File: config.mk
export PLATFORM = sky130hd
export DESIGN_NAME = stack_core
export DESIGN_NICKNAME = d
export VERILOG_FILES = /design/src/rtl/stack_core_pkg.sv /design/src/rtl/stack_ring.sv /design/src/rtl/depth_guard.sv /design/src/rtl/stack_core.sv
export SDC_FILE = /design/constraint.sdc
export NUM_CORES = 1
export LEC_CHECK = 0
export CAP_MARGIN = 30
export CORE_UTILIZATION = 40
export DETAILED_ROUTE_END_ITERATION = 12
export DONT_BUFFER_PORTS = 1
export SLEW_MARGIN = 5
export SYNTH_ARGS = -nofsm -noshare
export SYNTH_HDL_FRONTEND = slang
export SYNTH_HIERARCHICAL = 1
export SYNTH_SLANG_ARGS = --single-unit
File: constraint.sdc
create_clock -name clk -period 3.9 [get_ports clk]
set_input_delay 0.195 -clock clk [delete_from_list [all_inputs] [get_ports clk]]
set_output_delay 0.195 -clock clk [all_outputs]
set_load 0.05 [all_outputs]
File: src/rtl/stack_core_pkg.sv
// Shared constants and the opcode encoding for the stack engine.
// Assumes one primitive per clock; encodings are fixed by the sequencer.
package stack_core_pkg;
    localparam int unsigned WORD_W   = 18;
    localparam int unsigned RING_DEP = 8;

    typedef enum logic [2:0] {
        OP_NOP  = 3'd0,
        OP_DUP  = 3'd1,
        OP_DROP = 3'd2,
        OP_OVER = 3'd3,
        OP_PUSH = 3'd4,
        OP_POP  = 3'd5,
        OP_XOR  = 3'd6,
        OP_RSV  = 3'd7
    } op_e;
endpackage

File: src/rtl/stack_ring.sv
// Circular spill store below the register-held stack top.
// Assumes DEPTH is a power of two and that push and pop never coincide.
// The pointer wraps freely; overflow policy belongs to the caller.
module stack_ring #(
    parameter int unsigned W     = 18,
    parameter int unsigned DEPTH = 8
) (
    input  logic         clk,
    input  logic         rst_n,
    input  logic         push,
    input  logic         pop,
    input  logic [W-1:0] wdata,
    output logic [W-1:0] top
);
    localparam int unsigned PW = (DEPTH > 1) ? $clog2(DEPTH) : 1;

    logic [W-1:0]  mem [DEPTH];
    logic [PW-1:0] ptr;

    // Write on push, move the pointer on push or pop.
    always_ff @(posedge clk) begin
        if (!rst_n) begin
            ptr <= '0;
            for (int i = 0; i < int'(DEPTH); i++) mem[i] <= '0;
        end else if (push) begin
            mem[ptr] <= wdata;
            ptr      <= ptr + 1'b1;
        end else if (pop) begin
            ptr <= ptr - 1'b1;
        end
    end

    // Most recently written entry.
    assign top = mem[ptr - 1'b1];
endmodule

File: src/rtl/depth_guard.sv
// Logical depth counter with sticky overflow and underflow flags.
// Assumes inc and dec are not both high. It saturates at 0 and CAP
// and flags the attempt instead of blocking it.
module depth_guard #(
    parameter int unsigned CAP = 10
) (
    input  logic clk,
    input  logic rst_n,
    input  logic inc,
    input  logic dec,
    output logic over_flag,
    output logic under_flag
);
    localparam int unsigned CW = $clog2(CAP + 1);
    localparam logic [CW-1:0] CAP_C = CW'(CAP);

    logic [CW-1:0] count;

    // Track depth and latch boundary violations.
    always_ff @(posedge clk) begin
        if (!rst_n) begin
            count      <= '0;
            over_flag  <= 1'b0;
            under_flag <= 1'b0;
        end else if (inc && !dec) begin
            if (count == CAP_C) over_flag <= 1'b1;
            else                count     <= count + 1'b1;
        end else if (dec && !inc) begin
            if (count == '0) under_flag <= 1'b1;
            else             count      <= count - 1'b1;
        end
    end
endmodule

File: src/rtl/stack_core.sv
// Data stack plus return stack for a reduced-primitive stack machine.
// tos/nos and rtos are registers; deeper items spill to rings.
// Assumes a literal strobe takes priority over an opcode in the same cycle.
module stack_core
    import stack_core_pkg::*;
#(
    parameter int unsigned W     = WORD_W,
    parameter int unsigned DEPTH = RING_DEP
) (
    input  logic         clk,
    input  logic         rst_n,
    input  logic         op_valid,
    input  logic [2:0]   op_code,
    input  logic         lit_valid,
    input  logic [W-1:0] lit_data,
    output logic [W-1:0] tos,
    output logic [W-1:0] nos,
    output logic [W-1:0] rtos,
    output logic         ds_over,
    output logic         ds_under,
    output logic         rs_over,
    output logic         rs_under
);
    localparam int unsigned DS_CAP = DEPTH + 2;
    localparam int unsigned RS_CAP = DEPTH + 1;

    logic [W-1:0] tos_n, nos_n, rtos_n;
    logic [W-1:0] ds_third, rs_second;
    logic         ds_push, ds_pop, rs_push, rs_pop;
    op_e          op;

    assign op = op_e'(op_code);

    // Choose next register values and the ring moves for this cycle.
    always_comb begin
        tos_n   = tos;
        nos_n   = nos;
        rtos_n  = rtos;
        ds_push = 1'b0;
        ds_pop  = 1'b0;
        rs_push = 1'b0;
        rs_pop  = 1'b0;
        if (lit_valid) begin
            tos_n   = lit_data;
            nos_n   = tos;
            ds_push = 1'b1;
        end else if (op_valid) begin
            unique case (op)
                OP_DUP: begin
                    nos_n   = tos;
                    ds_push = 1'b1;
                end
                OP_DROP: begin
                    tos_n  = nos;
                    nos_n  = ds_third;
                    ds_pop = 1'b1;
                end
                OP_OVER: begin
                    tos_n   = nos;
                    nos_n   = tos;
                    ds_push = 1'b1;
                end
                OP_PUSH: begin
                    rtos_n  = tos;
                    rs_push = 1'b1;
                    tos_n   = nos;
                    nos_n   = ds_third;
                    ds_pop  = 1'b1;
                end
                OP_POP: begin
                    tos_n   = rtos;
                    nos_n   = tos;
                    ds_push = 1'b1;
                    rtos_n  = rs_second;
                    rs_pop  = 1'b1;
                end
                OP_XOR: begin
                    tos_n  = tos ^ nos;
                    nos_n  = ds_third;
                    ds_pop = 1'b1;
                end
                default: ;
            endcase
        end
    end

    // Register the visible stack tops.
    always_ff @(posedge clk) begin
        if (!rst_n) begin
            tos  <= '0;
            nos  <= '0;
            rtos <= '0;
        end else begin
            tos  <= tos_n;
            nos  <= nos_n;
            rtos <= rtos_n;
        end
    end

    stack_ring #(.W(W), .DEPTH(DEPTH)) u_ds_ring (
        .clk(clk), .rst_n(rst_n), .push(ds_push), .pop(ds_pop),
        .wdata(nos), .top(ds_third)
    );

    stack_ring #(.W(W), .DEPTH(DEPTH)) u_rs_ring (
        .clk(clk), .rst_n(rst_n), .push(rs_push), .pop(rs_pop),
        .wdata(rtos), .top(rs_second)
    );

    depth_guard #(.CAP(DS_CAP)) u_ds_depth (
        .clk(clk), .rst_n(rst_n), .inc(ds_push), .dec(ds_pop),
        .over_flag(ds_over), .under_flag(ds_under)
    );

    depth_guard #(.CAP(RS_CAP)) u_rs_depth (
        .clk(clk), .rst_n(rst_n), .inc(rs_push), .dec(rs_pop),
        .over_flag(rs_over), .under_flag(rs_under)
    );
endmodule

==> results of run 1 <==
how the worst max path moves through the flow:
stage,start,end,slack [ps],cells past startpoint
floorplan,lit_valid,u_rs_ring/mem[1][0]$_SDFFCE_PN0P_,1120,6
global placement,lit_valid,u_rs_ring/mem[0][11]$_SDFFCE_PN0P_,1200,7
detailed placement,lit_valid,u_rs_ring/mem[2][11]$_SDFFCE_PN0P_,1170,7
CTS,u_rs_ring/ptr[1]$_SDFFE_PN0P_,rtos[11]$_SDFFE_PN0P_,1270,8
global route,u_rs_ring/ptr[1]$_SDFFE_PN0P_,rtos[0]$_SDFFE_PN0P_,1080,8
finish,u_rs_ring/ptr[1]$_SDFFE_PN0P_,rtos[11]$_SDFFE_PN0P_,1290,8
cells in the final DEF, fill, tap and decap left out, drive strengths merged, types with 21 or more instances in the layout:
master and count:
and2 292, edfxtp 288, mux2i 185, nand3 150, dfxtp 72, clkbuf 53, a21oi 40, nor2 40
a211oi 37, buf 37, and4 36, o21ai 36, inv 32, nand2 26, dlygate4sd3 21
sequential cells by signal (all words and copies together) (netlist names), 3 cells and up:
| name | cells |
|---|---|
| u_ds_ring/mem | 144 |
| u_rs_ring/mem | 144 |
| nos | 18 |
| rtos | 18 |
| tos | 18 |
| u_ds_depth/count | 4 |
| u_rs_depth/count | 4 |
| u_ds_ring/ptr | 3 |
| u_rs_ring/ptr | 3 |
stage by stage:
| stage | worst slack [ps] | cells | total power, mW | util, % |
|---|---|---|---|---|
| floorplan | 1120 | 1472 | 5.50 | - |
| global placement | 1200 | 1986 | 5.82 | 42.0 |
| detailed placement | 1170 | 1993 | 5.85 | 42.2 |
| CTS | 1270 | 2087 | 9.54 | 45.7 |
| global route | 1080 | 2091 | 9.80 | 45.8 |
| finish | 1290 | 2091 | 9.44 | 45.8 |
worst register-to-register path: cells and delay by family, from the launching register on:
| family | cells | cell delay (ps) |
|---|---|---|
| adder cells (fa/ha/maj) | 1 | 730 |
| buffers and inverters | 2 | 450 |
| multiplexers | 2 | 420 |
| flip-flops | 1 | 410 |
| AND/OR/NAND/NOR | 2 | 370 |
| AO/OA/AOI/OAI | 1 | 90 |
cell families (layout without fill, tap and decap cells):
family	after synthesis	count (layout)	share of synthesized area [%]
mux	185	185	10.4
buf+inv	126	160	3.62
fa+ha+maj	14	14	0.988
flops	360	360	56.9
xor+xnor	10	10	0.663
simple gates	612	612	20.9
compound gates	165	165	6.47
final cells by class:
type / count / share of cell area [%]
clock buffer: 53 / 5.39
tap: 585 / 3.69
timing repair buffer: 58 / 3.09
multi-input combinational: 986 / 35.6
sequential: 360 / 50.8
clock inverter: 19 / 0.863
inverter: 30 / 0.567
layer usage:
layer | wire (µm) | vias to the layer above | part of all wire (%)
met5 | 13 | - | 0.031
met4 | 1070 | 2 | 2.5
met3 | 2200 | 65 | 5.2
li1 | - | 5409 | -
met1 | 19400 | 5516 | 46
met2 | 19300 | 231 | 46
repair_timing:
action / in CTS / in global routing
hold endpoints to repair: 82 / 3
setup buffers: 0 / 0
hold buffers: 22 / 1
power breakdown:
part           leakage, nW  internal (mW)  switching, mW
registers             3.57           4.32          0.264
clock network        0.597           2.13           1.50
logic                 2.91          0.477          0.751
total                 7.08           6.93           2.51
==> metrics, run 1 <==
Final GP Congestion 0.815; Pre-Repair DR Iteration Count 5; most frequent CP cell mux2i_1; RSZ-0062 raised after global routing false; Syn Nets 1511; GR Layer Usage met1 26.1%; #FFs+latches synth 360; Pwr Density 475 mW/mm²; slew margin rel. 36.0%; vias in the first global route 11300; worst reg2reg setup slack 1290 ps; Die Y 213 µm; post-synth top area share 48.8%; Post-synth top cells 292 x and2_1, 288 x edfxtp_1, 185 x mux2i_1; number of synthesized flops with an enable pin 288; sum of negative setup slack 0 ps; initial DRC count 625; Antenna diodes 0; largest net degree at the start of global routing 75; Reg2Reg Depth 8; Synth warnings 6; worst endpoint required time 4290 ps; layout cells sized above 1 9.69%; Starting Density 40.9%; worst r2r src u_rs_ring/ptr[1]$_SDFFE_PN0P_; area occupied by registers 0.0101 mm²; routed vias 11200; GRT Max-Usage Layer met2; die area 0.0452 mm²; Root Driver clkbuf_16; Slew Limit Fails 0; routed len/inst 20.1 µm; worst hold stages 3; CTS Buffer Depth 3; hold_ws 54.1 ps; Ports 83; count leader, synth and2_1; Critical Path Fanout Max 39; status complete, no violations; core area 0.0434 mm²; CP delay by family, top adder cells; FFs w/ async S/R, synth 0%; GRT met2 Usage 30.3%; CTS buffer count 40; initial antenna violation count 1; Layout Nets 1515; Avg Cell Area, Syn 12.0 µm²; # resized after CTS 0; Die X 213 µm; post-synthesis sequential area ratio 56.9%; main area contributors after synthesis edfxtp_1 49%, mux2i_1 10%, and2_1 10%, dfxtp_1 8.1%, nand3_1 4.2%; Vias/cell 5.37; DRC 0; global-route usage over all layers 19.1%; worst slew pin tran 961 ps; clock skew 14.4 ps; area leader, netlist edfxtp_1; Yosys cell types 57; met3 Track Usage GR 3.71%; capturing point of the worst reg2reg path rtos[11]$_SDFFE_PN0P_; WL final 42000 µm; Buf/Inv on CP 2; max cap viols 0; critical path class flop to flop; Port Buffers 0; ys flop type edfxtp_1; antenna-violating nets left 0; CTS tree done; # clock sinks 360; final setup vio count 0; Post-Synthesis Cells 1472; Skew-Pair Late Insertion Delay 550 ps; Critical-path top delay cell ha_4; row count 76; gr ovfl total 0; Reg clk slew, reported paths 60 ps; post-DP HPWL 28100 µm; Max Clk Rate 382 MHz; area of the multi-input gates 0.00707 mm²; Fill cells 3983; Startpoint Class flop; VDD IR max 0.259 mV; Final min period 2610 ps; hold_sp lit_valid; area post-placement 0.0183 mm²; crit share post-route 67.0%; Worst Hold Endpoint tos[0]$_SDFFE_PN0P_; Fin. Hold Viols 0; CP peak stage delay 730 ps; Layout area overhead 12.0%; first-pass GRT wire length 66400 µm; Hold/Removal Path Class primary input to flop; H-tree Lvls 2; leak pwr 7.08 nW; crit-path cells inv_1, ha_4, buf_4, mux2i_1, nand3_1, and4_1, mux2i_1, a211oi_1; post-route design area 0.0199 mm²; mapped cell area 0.0177 mm²; WP data arrival 3010 ps; critical path endpoint category flop
(Power assumes the default switching activity.)
==> run 2, diff against run 1 <==
clock period = 2.35 ns   (was 3.9 ns; I/O delays follow)
==> run 2 against run 1 <==
Effect of this change:
- combinational power is 110% higher
- via count is 2.7% higher
- critical path depth stayed put
- sequential cell count stayed put
- clock skew hardly changed
- register-to-register slack worse by 1100 ps
- critical path type unchanged
- largest cell class unchanged
- largest power group unchanged
==> metrics, run 2 (synthesis results as in run 1) <==
Power Total 16.1 mW (+70%); Hold/Removal Path Class primary input to flop; clock skew 14.1 ps (-0.324 ps); gr ovfl total 0 (unchanged); die area 0.0452 mm² (unchanged); Fin. Hold Viols 0 (unchanged); WP data arrival 2560 ps (-450 ps); slew margin rel. 42.4% (+6.4 points); global-route usage over all layers 19.7% (+0.62 points); Slew Limit Fails 0 (unchanged); post-DP HPWL 28700 µm (+2.2%); H-tree Lvls 2 (unchanged); Util after Layout 47.6% (+1.8 points); critical path endpoint category flop; # clock sinks 360 (unchanged); vias in the first global route 11500 (+2.2%); Skew-Pair Late Insertion Delay 540 ps (about the same); RSZ-0062 raised after global routing false; Root Driver clkbuf_16; Final min period 2170 ps (-449 ps); Startpoint Class flop; CTS buffer count 39 (-2.5%); GRT met2 Usage 33.4% (+3.0 points); WL final 43500 µm (+3.5%); Antenna diodes 0 (unchanged); crit share post-route 92.2% (+25 points); layout cells sized above 1 15.3% (+5.7 points); Post-Place Worst Slack 106 ps (-1060 ps); Die X 213 µm (unchanged); area of the multi-input gates 0.00710 mm² (+0.53%); max cap viols 0 (unchanged); Port Buffers 0 (unchanged); Layout Nets 1598 (+5.5%); Pwr Density 778 mW/mm² (+64%); final worst slack 184 ps (-1100 ps); # resized after CTS 0 (unchanged); Final GP Congestion 0.801 (-1.6%); Die Y 213 µm (unchanged); Starting Density 40.9% (unchanged); Comb pwr share 15.9% (+2.9 points); routed len/inst 20.0 µm (-0.45%); GRT Max-Usage Layer met2; Reg power frac 45.5% (-3.1 points); DRC 0 (unchanged); most common cell after layout, fill and taps aside and2_1; routed vias 11500 (+2.7%); clock group share of total power 38.6% (+0.2 points); area occupied by registers 0.0101 mm² (unchanged); GR Layer Usage met1 26.0% (-0.082 points); Pre-Repair DR Iteration Count 5 (unchanged); post-route design area 0.0207 mm² (+4.0%); initial DRC count 703 (+12%); area post-placement 0.0191 mm² (+4.1%); Critical Path Fanout Max 16 (-59%); Ports 83 (unchanged); Max Clk Rate 462 MHz (+21%); core area 0.0434 mm² (unchanged); P_sw 4.24 mW (+69%); critical path class flop to flop; status complete, no violations; largest net degree at the start of global routing 55 (-27%); first-pass GRT wire length 68300 µm (+2.8%); met3 Track Usage GR 3.43% (-0.28 points); initial antenna violation count 0 (-1); worst endpoint required time 2750 ps (-1540 ps); CTS tree done; Layout area overhead 16.5%; switching part of the total 26.4% (-0.27 points); row count 76 (unchanged); Reg clk slew, reported paths 60 ps (about the same); most frequent cells in the layout 292 x and2_1, 288 x edfxtp_1, 185 x mux2i_1; antenna-violating nets left 0 (unchanged); Fill cells 3874 (-2.7%); leak pwr 7.57 nW (+7.0%); worst slew pin tran 863 ps (-97.4 ps); CTS Buffer Depth 3 (unchanged); Vias/cell 5.30 (-1.3%); Top Registers u_ds_ring/mem: 144 flops, u_rs_ring/mem: 144 flops; sum of negative setup slack 0 ps (unchanged); VDD IR max 0.389 mV (+50%); final setup vio count 0 (unchanged); Power Internal 11.8 mW (+71%)
==> run 2: worst paths after layout <==
| path | startpoint | to | slack [ps] | cells past startpoint |
|---|---|---|---|---|
| setup / recovery | u_rs_ring/ptr[0]$_SDFFE_PN0P_ | rtos[11]$_SDFFE_PN0P_ | 180 | 8 |
| hold / removal | rst_n | u_ds_ring/mem[1][2]$_SDFFCE_PN0P_ | 20 | 2 |
| setup reg to reg | u_rs_ring/ptr[0]$_SDFFE_PN0P_ | rtos[11]$_SDFFE_PN0P_ | 180 | 8 |
| hold reg to reg | tos[1]$_SDFFE_PN0P_ | tos[1]$_SDFFE_PN0P_ | 530 | 2 |
==> run 2: layout make-up <==
class	count	share of cell area, %
clock buffers	55	5.26
flip-flops and latches	360	48.9
multi-input cells	986	34.4
repair buffers	142	6.43
clock inverters	17	0.963
well taps	585	3.54
inverters	30	0.545
==> run 2: power groups by stage <==
| stage | registers [mW] | clock network [mW] | logic [mW] |
|---|---|---|---|
| global placement | 7.43 | 0 | 2.43 |
| floorplan | 7.67 | 0 | 1.48 |
| finish | 7.31 | 6.21 | 2.55 |
| CTS | 7.31 | 6.35 | 2.54 |
| detailed placement | 7.45 | 0 | 2.47 |
| global route | 7.34 | 6.59 | 2.76 |
==> run 2: per-stage QoR <==
step	hold slack, ps	cells
after floorplan	235	1472
after global placement	248	2072
after detailed placement	252	2073
after CTS	3.98	2169
after global routing	12.0	2175
final	20.7	2175
==> run 2: repair_timing <==
item | in CTS | in global routing
hold endpoints to repair | 123 | 0
setup endpoints to repair | 0 | 2
hold buffers | 24 | 0
buffers inserted | 0 | 6
==> run 2: routing by layer <==
metal,up-vias,wire (µm)
met1,5632,19200
met3,55,2220
li1,5576,-
met2,259,21300
met4,0,787
met5,-,0
==> run 2: critical path, cell delays in order (launching register included) <==
cell and delay [ps]:
dfxtp_2 380, inv_2 70, ha_4 480, buf_4 300, mux2i_1 250, nand3_1 90, and4_1 210, mux2i_1 130
a211oi_1 90
